===== config.mk =====
export PLATFORM = sky130hd
export DESIGN_NAME = spi_burst_regslave
export DESIGN_NICKNAME = d
export VERILOG_FILES = /design/src/rtl/spi_burst_pkg.sv /design/src/rtl/spi_pin_sync.sv /design/src/rtl/spi_burst_regfile.sv /design/src/rtl/spi_frame_fsm.sv /design/src/rtl/spi_burst_regslave.sv
export SDC_FILE = /design/constraint.sdc
export NUM_CORES = 1
export LEC_CHECK = 0
export ABC_AREA = 1
export ABC_CLOCK_PERIOD_IN_PS = 3700
export BUFFER_PORTS_ARGS = -buffer_cell sky130_fd_sc_hd__buf_2
export CORE_ASPECT_RATIO = 0.75
export CORE_MARGIN = 10
export CORE_UTILIZATION = 45
export DETAILED_ROUTE_END_ITERATION = 10
export PLACE_DENSITY = 0.59
export SYNTH_ARGS = -nofsm -noshare
export SYNTH_HDL_FRONTEND = slang
export SYNTH_SLANG_ARGS = --single-unit
export TNS_END_PERCENT = 5

===== constraint.sdc =====
create_clock -name clk -period 3.7 [get_ports clk]
set_input_delay 0.185 -clock clk [delete_from_list [all_inputs] [get_ports clk]]
set_output_delay 0.185 -clock clk [all_outputs]
set_load 0.02 [all_outputs]

===== src/rtl/spi_burst_pkg.sv =====
package spi_burst_pkg;

    typedef enum logic [2:0] {
        ST_IDLE  = 3'd0,
        ST_CMD   = 3'd1,
        ST_ADDR  = 3'd2,
        ST_DATA  = 3'd3,
        ST_DRAIN = 3'd4
    } frame_st_e;

    localparam int CMD_RNW_BIT   = 7;
    localparam int CMD_BURST_BIT = 6;
    localparam int CMD_DEV_MSB   = 5;
    localparam int CMD_DEV_LSB   = 2;
    localparam int POL_CHAN_BIT  = 1;
    localparam int POL_ZERO_BIT  = 3;

endpackage


===== src/rtl/spi_pin_sync.sv =====
module spi_pin_sync #(
    parameter int   STAGES    = 2,
    parameter logic RESET_VAL = 1'b0
) (
    input  logic clk,
    input  logic rst_n,
    input  logic din,
    output logic dout
);
    logic [STAGES-1:0] chain_q;

    always_ff @(posedge clk or negedge rst_n) begin
        if (!rst_n) begin
            chain_q <= {STAGES{RESET_VAL}};
        end else begin
            chain_q <= {chain_q[STAGES-2:0], din};
        end
    end

    assign dout = chain_q[STAGES-1];
endmodule


===== src/rtl/spi_burst_regfile.sv =====
module spi_burst_regfile #(
    parameter int AW       = 8,
    parameter int DW       = 8,
    parameter int LO_COUNT = 16,
    parameter int HI_BASE  = 248
) (
    input  logic          clk,
    input  logic          rst_n,
    input  logic          wr_en,
    input  logic [AW-1:0] wr_addr,
    input  logic [DW-1:0] wr_data,
    input  logic [AW-1:0] rd_addr,
    output logic [DW-1:0] rd_data,
    output logic          pol_chan,
    output logic          pol_zero
);
    import spi_burst_pkg::*;

    localparam int SPACE    = 1 << AW;
    localparam int HI_COUNT = SPACE - HI_BASE;
    localparam int DEPTH    = LO_COUNT + HI_COUNT;
    localparam int IW       = (DEPTH > 1) ? $clog2(DEPTH) : 1;

    logic [DW-1:0] regs_q [DEPTH];

    function automatic logic is_impl(input logic [AW-1:0] a);
        return (int'(a) < LO_COUNT) || (int'(a) >= HI_BASE);
    endfunction

    function automatic logic [IW-1:0] slot_of(input logic [AW-1:0] a);
        int s;
        if (int'(a) < LO_COUNT) s = int'(a);
        else                    s = int'(a) - HI_BASE + LO_COUNT;
        return IW'(s);
    endfunction

    always_ff @(posedge clk or negedge rst_n) begin
        if (!rst_n) begin
            for (int i = 0; i < DEPTH; i++) begin
                regs_q[i] <= '0;
            end
        end else if (wr_en && is_impl(wr_addr)) begin
            regs_q[slot_of(wr_addr)] <= wr_data;
        end
    end

    always_comb begin
        if (is_impl(rd_addr)) rd_data = regs_q[slot_of(rd_addr)];
        else                  rd_data = '0;
    end

    assign pol_chan = regs_q[0][POL_CHAN_BIT];
    assign pol_zero = regs_q[0][POL_ZERO_BIT];
endmodule


===== src/rtl/spi_frame_fsm.sv =====
module spi_frame_fsm #(
    parameter int AW  = 8,
    parameter int DW  = 8,
    parameter int DEV = 4
) (
    input  logic                       clk,
    input  logic                       rst_n,
    input  logic                       cs_act,
    input  logic                       sclk_rise,
    input  logic                       sclk_fall,
    input  logic                       mosi_s,
    input  logic [DEV-1:0]             chan_id,
    input  logic                       pol_chan,
    input  logic                       pol_zero,
    input  logic [DW-1:0]              rd_data,
    output logic [AW-1:0]              rd_addr,
    output logic                       wr_en,
    output logic [AW-1:0]              wr_addr,
    output logic [DW-1:0]              wr_data,
    output logic                       miso_o,
    output logic [AW-1:0]              cur_addr,
    output logic                       data_done,
    output spi_burst_pkg::frame_st_e   state
);
    import spi_burst_pkg::*;

    localparam int BW = $clog2(DW);

    frame_st_e      st_q, st_d;
    logic [BW-1:0]  bit_q;
    logic [DW-1:0]  rx_q, rx_next, tx_q;
    logic [AW-1:0]  addr_q;
    logic           rnw_q, burst_q, accept_q, miso_q;
    logic           active, byte_done;
    logic [DEV-1:0] dev_f;

    assign active    = cs_act && (st_q != ST_IDLE);
    assign rx_next   = {rx_q[DW-2:0], mosi_s};
    assign byte_done = active && sclk_rise && (bit_q == BW'(DW-1));
    assign dev_f     = rx_next[CMD_DEV_MSB:CMD_DEV_LSB];

    function automatic logic policy_ok(input logic [DEV-1:0] d, input logic pc,
                                       input logic pz, input logic [DEV-1:0] own);
        if (!pc && !pz) return 1'b1;
        return (pc && (d == own)) || (pz && (d == '0));
    endfunction

    // next-state logic
    always_comb begin
        st_d = st_q;
        if (!cs_act) begin
            st_d = ST_IDLE;
        end else begin
            unique case (st_q)
                ST_IDLE:  st_d = ST_CMD;
                ST_CMD:   if (byte_done) st_d = ST_ADDR;
                ST_ADDR:  if (byte_done) st_d = ST_DATA;
                ST_DATA:  if (byte_done && !burst_q) st_d = ST_DRAIN;
                ST_DRAIN: st_d = ST_DRAIN;
                default:  st_d = ST_IDLE;
            endcase
        end
    end

    // state register
    always_ff @(posedge clk or negedge rst_n) begin
        if (!rst_n) st_q <= ST_IDLE;
        else        st_q <= st_d;
    end

    // datapath and outputs
    always_ff @(posedge clk or negedge rst_n) begin
        if (!rst_n) begin
            bit_q    <= '0;
            rx_q     <= '0;
            tx_q     <= '0;
            miso_q   <= 1'b0;
            addr_q   <= '0;
            rnw_q    <= 1'b0;
            burst_q  <= 1'b0;
            accept_q <= 1'b0;
        end else if (!cs_act) begin
            bit_q  <= '0;
            rx_q   <= '0;
            tx_q   <= '0;
            miso_q <= 1'b0;
        end else begin
            if (active && sclk_rise) begin
                rx_q  <= rx_next;
                bit_q <= bit_q + 1'b1;
            end
            if (active && sclk_fall) begin
                miso_q <= tx_q[DW-1];
                tx_q   <= {tx_q[DW-2:0], 1'b0};
            end
            if (byte_done) begin
                unique case (st_q)
                    ST_CMD: begin
                        rnw_q    <= rx_next[CMD_RNW_BIT];
                        burst_q  <= rx_next[CMD_BURST_BIT];
                        accept_q <= rx_next[CMD_RNW_BIT] || !rx_next[CMD_BURST_BIT]
                                    || policy_ok(dev_f, pol_chan, pol_zero, chan_id);
                    end
                    ST_ADDR: begin
                        addr_q <= rx_next[AW-1:0];
                        tx_q   <= rnw_q ? rd_data : '0;
                    end
                    ST_DATA: begin
                        addr_q <= addr_q + 1'b1;
                        tx_q   <= (rnw_q && burst_q) ? rd_data : '0;
                    end
                    default: tx_q <= '0;
                endcase
            end
        end
    end

    assign rd_addr   = (st_q == ST_ADDR) ? rx_next[AW-1:0] : addr_q + 1'b1;
    assign data_done = byte_done && (st_q == ST_DATA);
    assign wr_en     = data_done && !rnw_q && accept_q;
    assign wr_addr   = addr_q;
    assign wr_data   = rx_next;
    assign miso_o    = miso_q;
    assign cur_addr  = addr_q;
    assign state     = st_q;
endmodule


===== src/rtl/spi_burst_regslave.sv =====
module spi_burst_regslave #(
    parameter int AW          = 8,
    parameter int DW          = 8,
    parameter int DEV         = 4,
    parameter int SYNC_STAGES = 2,
    parameter int LO_COUNT    = 16,
    parameter int HI_BASE     = 248
) (
    input  logic           clk,
    input  logic           rst_n,
    input  logic           sclk,
    input  logic           cs_n,
    input  logic           mosi,
    input  logic [DEV-1:0] chan_id,
    output logic           miso
);
    import spi_burst_pkg::*;

    logic sclk_s, cs_n_s, mosi_s, sclk_prev_q;
    logic sclk_rise, sclk_fall, cs_act;
    logic wr_en, data_done, pol_chan, pol_zero;
    logic [AW-1:0] rd_addr, wr_addr, cur_addr;
    logic [DW-1:0] rd_data, wr_data;
    frame_st_e fsm_state;

    spi_pin_sync #(.STAGES(SYNC_STAGES), .RESET_VAL(1'b0)) u_sync_sclk (
        .clk(clk), .rst_n(rst_n), .din(sclk), .dout(sclk_s));
    spi_pin_sync #(.STAGES(SYNC_STAGES), .RESET_VAL(1'b1)) u_sync_cs (
        .clk(clk), .rst_n(rst_n), .din(cs_n), .dout(cs_n_s));
    spi_pin_sync #(.STAGES(SYNC_STAGES), .RESET_VAL(1'b0)) u_sync_mosi (
        .clk(clk), .rst_n(rst_n), .din(mosi), .dout(mosi_s));

    always_ff @(posedge clk or negedge rst_n) begin
        if (!rst_n) sclk_prev_q <= 1'b0;
        else        sclk_prev_q <= sclk_s;
    end

    assign sclk_rise = sclk_s && !sclk_prev_q;
    assign sclk_fall = !sclk_s && sclk_prev_q;
    assign cs_act    = !cs_n_s;

    spi_frame_fsm #(.AW(AW), .DW(DW), .DEV(DEV)) u_fsm (
        .clk(clk), .rst_n(rst_n), .cs_act(cs_act),
        .sclk_rise(sclk_rise), .sclk_fall(sclk_fall), .mosi_s(mosi_s),
        .chan_id(chan_id), .pol_chan(pol_chan), .pol_zero(pol_zero),
        .rd_data(rd_data), .rd_addr(rd_addr), .wr_en(wr_en),
        .wr_addr(wr_addr), .wr_data(wr_data), .miso_o(miso),
        .cur_addr(cur_addr), .data_done(data_done), .state(fsm_state));

    spi_burst_regfile #(.AW(AW), .DW(DW), .LO_COUNT(LO_COUNT), .HI_BASE(HI_BASE)) u_regs (
        .clk(clk), .rst_n(rst_n), .wr_en(wr_en), .wr_addr(wr_addr),
        .wr_data(wr_data), .rd_addr(rd_addr), .rd_data(rd_data),
        .pol_chan(pol_chan), .pol_zero(pol_zero));
endmodule


==> metrics.csv <==
metric,value,unit
outcome,"complete, no violations",
postRouteAntennaNets,0,
port_buffers,9,
relSlewSlack,0.332,
r2r-start,u_fsm.state[0],
fill_cells,2565,
required,4.16,ns
slew_violations,0,
grt_antenna_before_repair,0,
drive_gt1_frac,0.0764,
root_buffer,clkbuf_16,
multi_input_area,5140,um^2
skew,0.0201,ns
dieArea,33500,um^2
core-area,26000,um^2
path_clk_slew,0.06,ns
final_common_cell,nand2_1,
drt-initial-drc-count,1175,
fmax,0.348,GHz
hold_path_class,in -> async,
vias_per_cell,5.41,
hpwl,21.3,mm
num_rows,51,
die_h,161,um
regArea,5810,um^2
drv_cap,0,
ys.flop_type,dfrtp_1,
synth_fp_nets,1535,
grt_pass1_wl,54.8,mm
synth_area,11900,um^2
syn-mean-instance-area,7.86,um^2
area_growth,9.58,%
cts_max_path_buffers,3,
vias,10015,
cts_inserted_buffers,24,
vdd_drop_max,0.365,mV
cp_max_fo,21,
yosys-top-cells-area,"dfrtp_1, nand2_1, o21ai_0, nand3_1, inv_1",
synth_cell_types,44,
grt_max_degree,95,
netlist_instances,1518,
yosys_warnings,0,
p_leak,0.00580,uW
die_w,208,um
final_cell_mix,"nand2_1, dfrtp_1, o21ai_0, nand3_1, inv_1",
worst_skew_pair.late_latency,0.53,ns
power_density,517,nW/um^2
tightestPinTransition,0.999,ns
grt-ovfl-total,0,
ys_seq_elements,232,
wl_per_cell,18.2,um
critPathKind,reg -> reg,
cp.arrival,3.33,ns
globalplace.congestion,0.917,
finalCritPeriodShare,0.778,
cts_resized,0,
endpoint_kind,flop,
diodes,0,
yosysTopAreaCell,dfrtp_1,
setup_tns,0,ns
wirelength,33.7,mm
grt_pass1_vias,9476,
cts_max_level,1,
synth_top_area_share,0.482,
cts_tree,done,
synth_edf_count,0,
cp-start-kind,flop,
design_area,13100,um^2
ioPinCount,10,
cp-startpoint,u_fsm.state[0],
gr-usage-all-layers,0.201,
synth-seq-area-share,0.487,
drc,0,
rsz0062_at_grt,false,
dpl_cell_area,12200,um^2
start_util,0.458,
cts.sinks,232,
first_pass_iters,6,
fin_nets,1506,
finalHoldViolCount,0,
period_minus_slack,2.88,ns
setup_viol,0,
async_flop_share,1.00,
-- sequential cells by signal (all words and copies together), names as in the netlist --
name / cells
u_sync_cs.chain_q: 2
u_fsm.rnw_q: 1
u_fsm.accept_q: 1
u_sync_sclk.chain_q: 2
u_regs.pol_chan: 1
u_fsm.state: 3
u_regs.regs_q: 190
u_fsm.rx_q: 7
u_regs.pol_zero: 1
sclk_prev_q: 1
u_fsm.cur_addr: 8
u_fsm.bit_q: 3
u_fsm.tx_q: 8
u_fsm.burst_q: 1
u_sync_mosi.chain_q: 2
u_fsm.miso_o: 1
-- routing by layer --
layer	part of all wire	vias to the layer above	global-route usage	wire (um)
li1	-	4893	-	-
met1	0.50	4780	0.310	16800
met2	0.42	298	0.286	14000
met3	0.065	44	0.0312	2200
met4	0.019	0	0.0457	643
met5	0	-	0	0
-- synthesized netlist by cell type, types with 2 or more instances --
| cell | n |
|---|---|
| dfrtp_1 | 230 |
| a22o_1 | 2 |
| nor2_2 | 2 |
| buf_6 | 10 |
| inv_2 | 4 |
| o211ai_1 | 11 |
| nand3b_1 | 14 |
| o21ai_1 | 36 |
| nand3_1 | 190 |
| xor2_1 | 2 |
| buf_8 | 2 |
| nor2_1 | 34 |
| nand3_4 | 20 |
| nor3_1 | 4 |
| ha_1 | 8 |
| clkbuf_1 | 47 |
| dfstp_2 | 2 |
| buf_2 | 28 |
| nand2_2 | 3 |
| a21oi_1 | 19 |
| o22ai_1 | 9 |
| nand4_1 | 3 |
| inv_1 | 132 |
| nor3_2 | 2 |
| buf_1 | 6 |
| nand2_1 | 472 |
| o21ai_0 | 209 |
-- report_power, final --
group          switching [uW]  internal, uW  total, uW
Sequential               28.9          2560       2590
Clock                    1030          1590       2620
Combinational            1130           420       1550
-- final cells by class --
type,count,area share
sequential,232,0.444
multi-input combinational,1055,0.393
clock buffer,31,0.0496
inverter,137,0.0393
tap,344,0.0329
timing repair buffer,39,0.0260
clock inverter,12,0.0144
-- path summary, 6_finish.rpt --
path	cells past startpoint	endpoint	slack [ns]
max in group asynchronous	3	u_regs.regs_q[170]	2.53
hold reg to reg	0	u_sync_mosi.chain_q[1]	0.35
setup / recovery	14	u_fsm.tx_q[5]	0.82
min in group clk	2	u_sync_mosi.chain_q[0]	0.31
hold / removal	2	u_regs.regs_q[1]	0.21
setup reg to reg	14	u_fsm.tx_q[5]	0.82
-- stage by stage --
step                      utilization  total power, uW  setup WS [ns]  hold WS [ns]  std cells
final                           0.502             6760          0.823         0.210       1850
after CTS                       0.502             6790          0.884         0.251       1850
after global placement          0.469             4160          0.866         0.201       1803
after global routing            0.502             7110          0.518         0.278       1850
after floorplan                     -             3700           1.63        -0.111       1518
after detailed placement        0.469             4160          0.883         0.202       1803
-- worst max-delay path: stages (launching register included) --
cell and delay, ns:
dfrtp_1 0.42, inv_2 0.14, nand3_2 0.34, nand2_1 0.15, nand2_1 0.59, buf_4 0.42, nand2_1 0.07, nand3_1 0.06
nand3_1 0.09, nand2_1 0.10, nand2_1 0.08, nand3_1 0.09, nand2_1 0.07, nand2_1 0.05, a21oi_1 0.12
-- logic make-up after synthesis --
group                      after synthesis  share of synthesized area
DFF                                    232                      0.487
adders and majority gates                8                    0.00839
xor gates and xnor gates                 3                    0.00220
and+or+nand+nor                        750                      0.289
AOI/OAI and AO/OA                      294                      0.129
buffers and inverters                  231                     0.0841
-- what timing repair did --
item                                   CTS  global route
endpoints found under the hold margin   74             0
hold buffers                             4             0
buffers inserted                         0             0
Note: power is estimated with default switching activity, not from simulation.
